File: src/rtl/pam4_fir_pkg.sv
package pam4_fir_pkg;
  localparam int SYM_W = 2;
  localparam int AMP_W = 3;
  localparam int NTAPS = 3;

  // Gray-ordered level mapping
  function automatic logic signed [AMP_W-1:0] code_to_amp(input logic [SYM_W-1:0] code);
    case (code)
      2'b00:   code_to_amp = -3'sd3;
      2'b01:   code_to_amp = -3'sd1;
      2'b11:   code_to_amp = 3'sd1;
      default: code_to_amp = 3'sd3;
    endcase
  endfunction
endpackage

File: src/rtl/pam4_rst_sync.sv
module pam4_rst_sync #(
  parameter int STAGES = 2
) (
  input  logic clk,
  input  logic rst_n,
  output logic rst_sync_n
);
  logic [STAGES-1:0] sync_q;
  logic [STAGES-1:0] sync_d;

  always_comb begin
    sync_d = {sync_q[STAGES-2:0], 1'b1};
  end

  always_ff @(posedge clk or negedge rst_n) begin
    if (!rst_n) sync_q <= '0;
    else        sync_q <= sync_d;
  end

  assign rst_sync_n = sync_q[STAGES-1];
endmodule

File: src/rtl/pam4_sym_map.sv
module pam4_sym_map
  import pam4_fir_pkg::*;
(
  input  logic [SYM_W-1:0]        code_i,
  output logic signed [AMP_W-1:0] amp_o
);
  always_comb begin
    amp_o = code_to_amp(code_i);
  end
endmodule

File: src/rtl/pam4_coef_bank.sv
module pam4_coef_bank #(
  parameter int COEF_W = 6,
  parameter int NTAPS  = 3
) (
  input  logic                    clk,
  input  logic                    rst_n,
  input  logic                    load_i,
  input  logic [NTAPS*COEF_W-1:0] coef_in_i,
  output logic [NTAPS*COEF_W-1:0] coef_o
);
  for (genvar t = 0; t < NTAPS; t++) begin : g_tap
    logic [COEF_W-1:0] w_q;
    logic [COEF_W-1:0] w_d;

    always_comb begin
      w_d = w_q;
      if (load_i) w_d = coef_in_i[t*COEF_W +: COEF_W];
    end

    always_ff @(posedge clk or negedge rst_n) begin
      if (!rst_n) w_q <= '0;
      else        w_q <= w_d;
    end

    assign coef_o[t*COEF_W +: COEF_W] = w_q;
  end
endmodule

File: src/rtl/pam4_tap_line.sv
module pam4_tap_line #(
  parameter int AMP_W = 3,
  parameter int NTAPS = 3
) (
  input  logic                   clk,
  input  logic                   rst_n,
  input  logic                   shift_i,
  input  logic [AMP_W-1:0]       amp_i,
  output logic [NTAPS*AMP_W-1:0] taps_o
);
  localparam int DEPTH = NTAPS - 1;

  logic [AMP_W-1:0] stage_q [DEPTH];
  logic [AMP_W-1:0] stage_d [DEPTH];

  always_comb begin
    for (int k = 0; k < DEPTH; k++) begin
      stage_d[k] = stage_q[k];
      if (shift_i) stage_d[k] = (k == 0) ? amp_i : stage_q[(k == 0) ? 0 : k-1];
    end
  end

  always_ff @(posedge clk or negedge rst_n) begin
    if (!rst_n) begin
      for (int k = 0; k < DEPTH; k++) stage_q[k] <= '0;
    end else begin
      for (int k = 0; k < DEPTH; k++) stage_q[k] <= stage_d[k];
    end
  end

  // slot 0 = incoming (following) symbol, higher slots = older symbols
  assign taps_o[AMP_W-1:0] = amp_i;
  for (genvar k = 0; k < DEPTH; k++) begin : g_out
    assign taps_o[(k+1)*AMP_W +: AMP_W] = stage_q[k];
  end
endmodule

File: src/rtl/pam4_fir_core.sv
module pam4_fir_core #(
  parameter int COEF_W = 6,
  parameter int AMP_W  = 3,
  parameter int OUT_W  = 8,
  parameter int NTAPS  = 3
) (
  input  logic [NTAPS*COEF_W-1:0] coef_i,
  input  logic [NTAPS*AMP_W-1:0]  taps_i,
  output logic [OUT_W-1:0]        sat_o
);
  localparam int PROD_W = COEF_W + AMP_W;
  localparam int ACC_W  = PROD_W + $clog2(NTAPS);
  localparam logic signed [ACC_W-1:0] SAT_HI = ACC_W'((1 << (OUT_W-1)) - 1);
  localparam logic signed [ACC_W-1:0] SAT_LO = ~SAT_HI;

  logic signed [PROD_W-1:0] prod [NTAPS];
  logic signed [ACC_W-1:0]  acc;

  for (genvar t = 0; t < NTAPS; t++) begin : g_mul
    logic signed [COEF_W-1:0] w;
    logic signed [AMP_W-1:0]  a;
    assign w = coef_i[t*COEF_W +: COEF_W];
    assign a = taps_i[t*AMP_W +: AMP_W];
    assign prod[t] = PROD_W'(w) * PROD_W'(a);
  end

  always_comb begin
    acc = '0;
    for (int t = 0; t < NTAPS; t++) acc = acc + ACC_W'(prod[t]);
  end

  always_comb begin
    if (acc > SAT_HI)      sat_o = SAT_HI[OUT_W-1:0];
    else if (acc < SAT_LO) sat_o = SAT_LO[OUT_W-1:0];
    else                   sat_o = acc[OUT_W-1:0];
  end
endmodule

File: src/rtl/pam4_deemph_fir.sv
module pam4_deemph_fir
  import pam4_fir_pkg::*;
#(
  parameter int COEF_W     = 6,
  parameter int OUT_W      = 8,
  parameter int RST_STAGES = 2
) (
  input  logic              clk,
  input  logic              rst_n,
  input  logic [1:0]        sym_i,
  input  logic              sym_vld_i,
  input  logic [COEF_W-1:0] coef_pre_i,
  input  logic [COEF_W-1:0] coef_main_i,
  input  logic [COEF_W-1:0] coef_post_i,
  input  logic              coef_load_i,
  output logic [OUT_W-1:0]  dac_o,
  output logic              dac_vld_o
);
  logic                    rst_sync_n;
  logic signed [AMP_W-1:0] amp_new;
  logic [NTAPS*COEF_W-1:0] coef_act;
  logic [NTAPS*AMP_W-1:0]  taps;
  logic [OUT_W-1:0]        sat_val;
  logic [OUT_W-1:0]        dac_q, dac_d;
  logic                    vld_q, vld_d;

  pam4_rst_sync #(.STAGES(RST_STAGES)) u_rst (
    .clk(clk), .rst_n(rst_n), .rst_sync_n(rst_sync_n)
  );

  pam4_sym_map u_map (.code_i(sym_i), .amp_o(amp_new));

  pam4_coef_bank #(.COEF_W(COEF_W), .NTAPS(NTAPS)) u_coef (
    .clk(clk), .rst_n(rst_sync_n), .load_i(coef_load_i),
    .coef_in_i({coef_post_i, coef_main_i, coef_pre_i}),
    .coef_o(coef_act)
  );

  pam4_tap_line #(.AMP_W(AMP_W), .NTAPS(NTAPS)) u_line (
    .clk(clk), .rst_n(rst_sync_n), .shift_i(sym_vld_i),
    .amp_i(amp_new), .taps_o(taps)
  );

  pam4_fir_core #(.COEF_W(COEF_W), .AMP_W(AMP_W), .OUT_W(OUT_W), .NTAPS(NTAPS)) u_core (
    .coef_i(coef_act), .taps_i(taps), .sat_o(sat_val)
  );

  always_comb begin
    dac_d = dac_q;
    vld_d = sym_vld_i;
    if (sym_vld_i) dac_d = sat_val;
  end

  always_ff @(posedge clk or negedge rst_sync_n) begin
    if (!rst_sync_n) begin
      dac_q <= '0;
      vld_q <= 1'b0;
    end else begin
      dac_q <= dac_d;
      vld_q <= vld_d;
    end
  end

  assign dac_o     = dac_q;
  assign dac_vld_o = vld_q;
endmodule

File: config.mk
export PLATFORM = sky130hd
export DESIGN_NAME = pam4_deemph_fir
export DESIGN_NICKNAME = d
export VERILOG_FILES = /design/src/rtl/pam4_fir_pkg.sv /design/src/rtl/pam4_rst_sync.sv /design/src/rtl/pam4_sym_map.sv /design/src/rtl/pam4_coef_bank.sv /design/src/rtl/pam4_tap_line.sv /design/src/rtl/pam4_fir_core.sv /design/src/rtl/pam4_deemph_fir.sv
export SDC_FILE = /design/constraint.sdc
export NUM_CORES = 1
export LEC_CHECK = 0
export BUFFER_PORTS_ARGS = -buffer_cell sky130_fd_sc_hd__buf_2
export CAP_MARGIN = 40
export CORE_MARGIN = 2
export CORE_UTILIZATION = 31
export DETAILED_ROUTE_END_ITERATION = 16
export PLACE_DENSITY_LB_ADDON = 0.3
export RECOVER_POWER = 100
export SETUP_SLACK_MARGIN = 0.15
export SLEW_MARGIN = 25
export SYNTH_ARGS = -nofsm -noshare
export SYNTH_HDL_FRONTEND = slang
export SYNTH_SLANG_ARGS = --single-unit
File: constraint.sdc
create_clock -name clk -period 1.5 [get_ports clk]
set_input_delay 0.075 -clock clk [delete_from_list [all_inputs] [get_ports clk]]
set_output_delay 0.075 -clock clk [all_outputs]
set_load 0.005 [all_outputs]
Word-level counts from Yosys, hierarchy flattened. Cells that the tools add are included.

Output and inout bits: 9. Logic and storage cells: 21. Bits in registers: 35. Bits of input ports: 24.

Mux-type cells: 3. Magnitude comparators: 2. Equal/unequal tests: 2. Multipliers: 3. Add/sub/neg operators: 2. Reductions and logical operators: 1.

Operators by type and width (number): 6-bit by 3-bit multiplier with 9-bit output (3); 8-bit two-way mux (2); 10-bit by 9-bit adder with 11-bit output (1); 11-bit by 8-bit > comparator with 1-bit output (second input constant) (1); 11-bit by 8-bit < comparator with 1-bit output (second input constant) (1); 9-bit by 9-bit adder with 10-bit output (1); 3-bit case mux with 3 select lines (1); 2-bit by 1-bit equality test with 1-bit output (second input constant) (1); 2-bit equality test (second input constant) (1); 2-bit logical NOT (1).

Depth between registers and ports, before layout.
Depth in word-level cells: 8. Depth in mapped cells: 20. Mapped depth without buffers: 19.

Modules after synthesis. A second synthesis with hierarchy kept.

Cells, all modules: 328. Area, all modules: 3682.3 sq um.

Modules (own cells, without submodules): pam4_fir_core (cells each 246, times used 1, area an instance 2225.9 sq um, sequential area each 0.0 sq um); pam4_coef_bank (cells each 38, times used 1, area an instance 721.9 sq um, sequential area each 450.4 sq um); pam4_deemph_fir (cells each 18, times used 1, area an instance 356.6 sq um, sequential area each 225.2 sq um); pam4_tap_line (cells each 16, times used 1, area an instance 274.0 sq um, sequential area each 150.1 sq um); pam4_rst_sync (cells each 3, times used 1, area an instance 53.8 sq um, sequential area each 50.0 sq um); pam4_sym_map (cells each 7, times used 1, area an instance 50.0 sq um, sequential area each 0.0 sq um).

Worst setup path after synthesis. OpenSTA, ideal clock, no wires.

Path kind: reg-to-reg. From: register u_coef.g_tap[1].w_q[0]. To: register dac_q[6], in the netlist dac_o[6]. Cell stages (with the launch flop): 19. Path buffers: 1. Period minus slack after synthesis: 4.905 ns. Arrival: 4.774 ns. Data required time: 1.368 ns. Library setup time: 0.132 ns. Slack: -3.405 ns. Path through: dfrtp_1 > nand2b_1 > fa_1 > fa_1 > inv_1 > fa_1 > ha_1 > inv_1 > fa_1 > inv_1 > ha_1 > o21a_1 > o2111ai_2 > nor2_4 > or4_1 > clkbuf_1 > o31ai_2 > o211a_4 > o32ai_1.

Longest elaborated chain between the ends: 6. Elaborated cells on any way between the ends: 7. Those cells by class: add/sub: 2; mul: 1; order compare: 2; mux: 2.

RTL lines: start: declaration (RTL line pam4_coef_bank.sv:12) `logic [COEF_W-1:0] w_q;`; start signal: assignment (RTL line pam4_coef_bank.sv:22) `else w_q <= w_d;`; 6-bit by 3-bit multiplier with 9-bit output * (RTL line pam4_fir_core.sv:24) `assign prod[t] = PROD_W'(w) * PROD_W'(a);`; 9-bit by 9-bit adder with 10-bit output * (RTL line pam4_fir_core.sv:29) `for (int t = 0; t < NTAPS; t++) acc = acc + ACC_W'(prod[t]);`; 10-bit by 9-bit adder with 11-bit output * (RTL line pam4_fir_core.sv:29); 11-bit by 8-bit < comparator with 1-bit output (RTL line pam4_fir_core.sv:34) `else if (acc < SAT_LO) sat_o = SAT_LO[OUT_W-1:0];`; 8-bit two-way mux (RTL line pam4_fir_core.sv:34); 8-bit two-way mux * (RTL line pam4_fir_core.sv:33) `if (acc > SAT_HI) sat_o = SAT_HI[OUT_W-1:0];`; end signal: assignment (RTL line pam4_deemph_fir.sv:56) `dac_q <= '0;`; end signal: assignment (RTL line pam4_deemph_fir.sv:59) `dac_q <= dac_d;`; end: declaration (RTL line pam4_deemph_fir.sv:24) `logic [OUT_W-1:0] dac_q, dac_d;`.

Every way passes the cells marked *; elsewhere a longest branch is shown, timed or not. A chain may end at the register's enable or synchronous reset.

Final worst setup path.
From: register u_line.stage_q (netlist bit u_line.taps_o[7]). To: register dac_q[4], in the netlist dac_o[4].

Longest elaborated chain between the ends: 5. Elaborated cells on any way between the ends: 6. Those cells by class: add/sub: 1; mul: 1; order compare: 2; mux: 2.

RTL lines: start: declaration (RTL line pam4_tap_line.sv:13) `logic [AMP_W-1:0] stage_q [DEPTH];`; 6-bit by 3-bit multiplier with 9-bit output * (RTL line pam4_fir_core.sv:24); 10-bit by 9-bit adder with 11-bit output * (RTL line pam4_fir_core.sv:29); 11-bit by 8-bit < comparator with 1-bit output (RTL line pam4_fir_core.sv:34); 8-bit two-way mux (RTL line pam4_fir_core.sv:34); 8-bit two-way mux * (RTL line pam4_fir_core.sv:33).

Marks and branches as above.

==> impl_metrics.ini <==
[run_status]
status = finished with violations
violations = negative setup slack

[detailed_routing]
drtAntennaViolNets = 0
drt-initial-drc-count = 60
dr_total_vias = 2714
wirelength_mm = 8.08
drt_pass1_iterations = 4
avgViaCountPerCell = 4.66
wl_per_cell_um = 13.9
drc_errors = 0

[logic_synthesis]
synthCells = 335
ys.flop_type = dfrtp_1
synth_cell_types = 56
synth.yosys.seq_area_share_pct = 24.1
synthesis.nets = 435
synth_edf_count = 0
yosys.area.top_type = fa_1
ys_ff_latch = 35
ys.warnings.count = 0
netlist_area_um2 = 3640
synth_top_area_share_pct = 26.4
yosysMostFrequentCell = inv_1
async_flop_share_pct = 100
synth_area_per_cell_um2 = 10.9
yosys-top-cells-area = fa_1, dfrtp_1, ha_1
synthTopCellsByCount = inv_1, fa_1, dfrtp_1

[die]
die_h_um = 112
core-area_um2 = 11400
ioPinCount = 33
die_w_um = 112
rows = 39
start_util_pct = 31.9
die_area_um2 = 12600

[clocking]
htree_levels = 2
clock-sinks = 35
clock_latency_ns = 0.29
clockBufferDepth = 2
cts-root-buf = clkbuf_16
cts_made_buffers = 5
cts_tree = done
path_clk_slew_ns = 0.06

[global_routing]
grt_max_degree = 23
antenna_found_initial = 0
grt_pass1_vias = 3038
grt_pass1_wl_mm = 14.1
grt.overflow.total = 0
track_usage_pct = 13.9

[placed_design]
dp_slack_ns = -3.49
place_congestion = 0.849
dpl.hpwl_mm = 6.50
port_buffers = 32

[setup_path]
critPathKind = flop to flop
end_kind = flop
crit_top_cell = fa_1
cp_data_arrival_time_ns = 4.90
worstPathRequired_ns = 1.67
start_kind = flop
cpPeakStageDelay_ns = 0.52
worstPathCellList = and2_4 -> fa_1 -> inv_1 -> fa_1 -> fa_1 -> inv_1 -> fa_1 -> ha_4 -> ha_4 -> a21o_1 -> a21oi_2 -> or3b_4 -> o221ai_4 -> xnor2_4 -> and2_4 -> o31ai_4
crit_slowest_cell = fa_1
crit_path_max_fanout = 8

[layout]
n_antenna_cell = 0
drive_gt1_share_pct = 46.9
area_delta_synth_final_pct = 36.9
final_nets = 538

[sta]
fmax_mhz = 211
setup-violations-final = 8
fin_ws_ns = -3.23
finalHoldViolCount = 0
slew_headroom_pct = 31.6
fin_crit_sh_pct = 315
fin_crit_ns = 4.73
final.setup_skew_ns = 0.00551
worst_slew_pin_slew_ns = 1.03
report.final.slew_viol_count = 0
rsz0062_at_grt = true

[job]
maxCapViolations = 0

[hold_path]
hold_class = input port to flop
-- state kept, by name, indices dropped and copies added, names as in the netlist --
| signal | count |
|---|---|
| dac_o | 8 |
| dac_vld_o | 1 |
| u_coef.g_tap.w_q | 18 |
| u_line.taps_o | 6 |
| u_rst.sync_q | 2 |
-- critical path: cells and delay by family, from the launching register on --
family	cells	cell delay (ns)
compound gates	4	0.71
flops	1	0.46
buf+inv	2	0.10
simple gates	3	0.81
fa+ha+maj	6	2.36
xor+xnor	1	0.18
-- worst paths after layout --
path	start	depth (start not counted)	slack (ns)	end
setup / recovery	u_line.taps_o[7]$_DFFE_PN0P_	16	-3.23	dac_o[4]$_DFFE_PN0P_
max in group asynchronous	u_rst.sync_q[1]$_DFF_PN0_	1	0.28	u_coef.g_tap[0].w_q[2]$_DFFE_PN0P_
setup reg to reg	u_line.taps_o[7]$_DFFE_PN0P_	16	-3.23	dac_o[4]$_DFFE_PN0P_
hold reg to reg	u_rst.sync_q[0]$_DFF_PN0_	0	0.35	u_rst.sync_q[1]$_DFF_PN0_
hold / removal	coef_pre_i[5]	3	0.001	u_coef.g_tap[0].w_q[5]$_DFFE_PN0P_
min in group asynchronous	rst_n	2	0.10	u_rst.sync_q[0]$_DFF_PN0_
-- kinds of logic after synthesis --
kind of cell / count (synthesis) / share of synthesized area (%)
AO/OA/AOI/OAI: 47 / 11.4
XOR/XNOR: 11 / 3.06
adder cells (fa/ha/maj): 76 / 36.0
buffers and inverters: 56 / 6.26
flip-flops: 35 / 24.1
multiplexers: 20 / 6.16
other: 1 / 0.103
AND/OR/NAND/NOR: 89 / 12.9
-- timing repair --
action | 4_1_cts | 5_1_grt
pin swaps | 19 | 34
cloned | 1 | 0
gates resized for setup | 15 | 20
buffers inserted | 2 | 4
endpoints found under the hold margin | 3 | 0
endpoints found under the setup margin | 8 | 8
hold buffers | 2 | 0
-- metal layers --
metal	part of all wire (%)	vias to the layer above	global-route usage, %	wire length, um
li1	-	1312	-	-
met1	43	1362	16.5	3440
met2	53	29	26.1	4320
met3	2.0	11	1.73	158
met4	2.0	0	4.55	159
met5	0	-	0	0
-- cells in the final DEF (no fill, tap or decap), types with 3 or more instances in the layout --
master	instances
a21o_2	4
and2_1	16
and2_4	3
buf_2	31
buf_4	62
buf_6	3
clkbuf_1	3
clkbuf_16	5
dfrtp_1	28
dfrtp_2	7
fa_1	46
ha_1	13
ha_4	14
inv_1	41
inv_2	9
mux2_2	18
nand2_1	19
nand2_2	4
nand2b_1	4
nand4_1	3
nor2_1	16
o21a_1	3
o21ai_0	7
o31ai_2	3
o31ai_4	3
or2_2	3
xnor2_1	4
xnor2_2	3
xor2_1	4
-- cell type report --
type,instances,area (um2)
Inverter,50,188
Sequential cell,35,885
Timing Repair Buffer,101,686
Tap cell,143,179
Multi-Input combinational cell,245,2880
Fill cell,1101,6440
Clock inverter,3,43.8
Clock buffer,5,125
-- metrics by stage --
stage          instances  instance area, um2  TNS [ns]  hold WS, ns  util [%]
2_1_floorplan        335                3830    -25.09       -0.221         -
6_report             582                4980    -25.77     0.000995      43.6
3_3_place_gp         565                4580    -26.84       -0.136      40.1
4_1_cts              578                4880    -26.27      0.00296      42.7
5_1_grt              582                4980    -27.23       0.0185      43.6
3_5_place_dp         565                4580    -27.54       -0.136      40.1
Power is left out: the tool's default activity adds up to more than one toggle a clock period on the data nets, which glitch-free logic cannot reach.
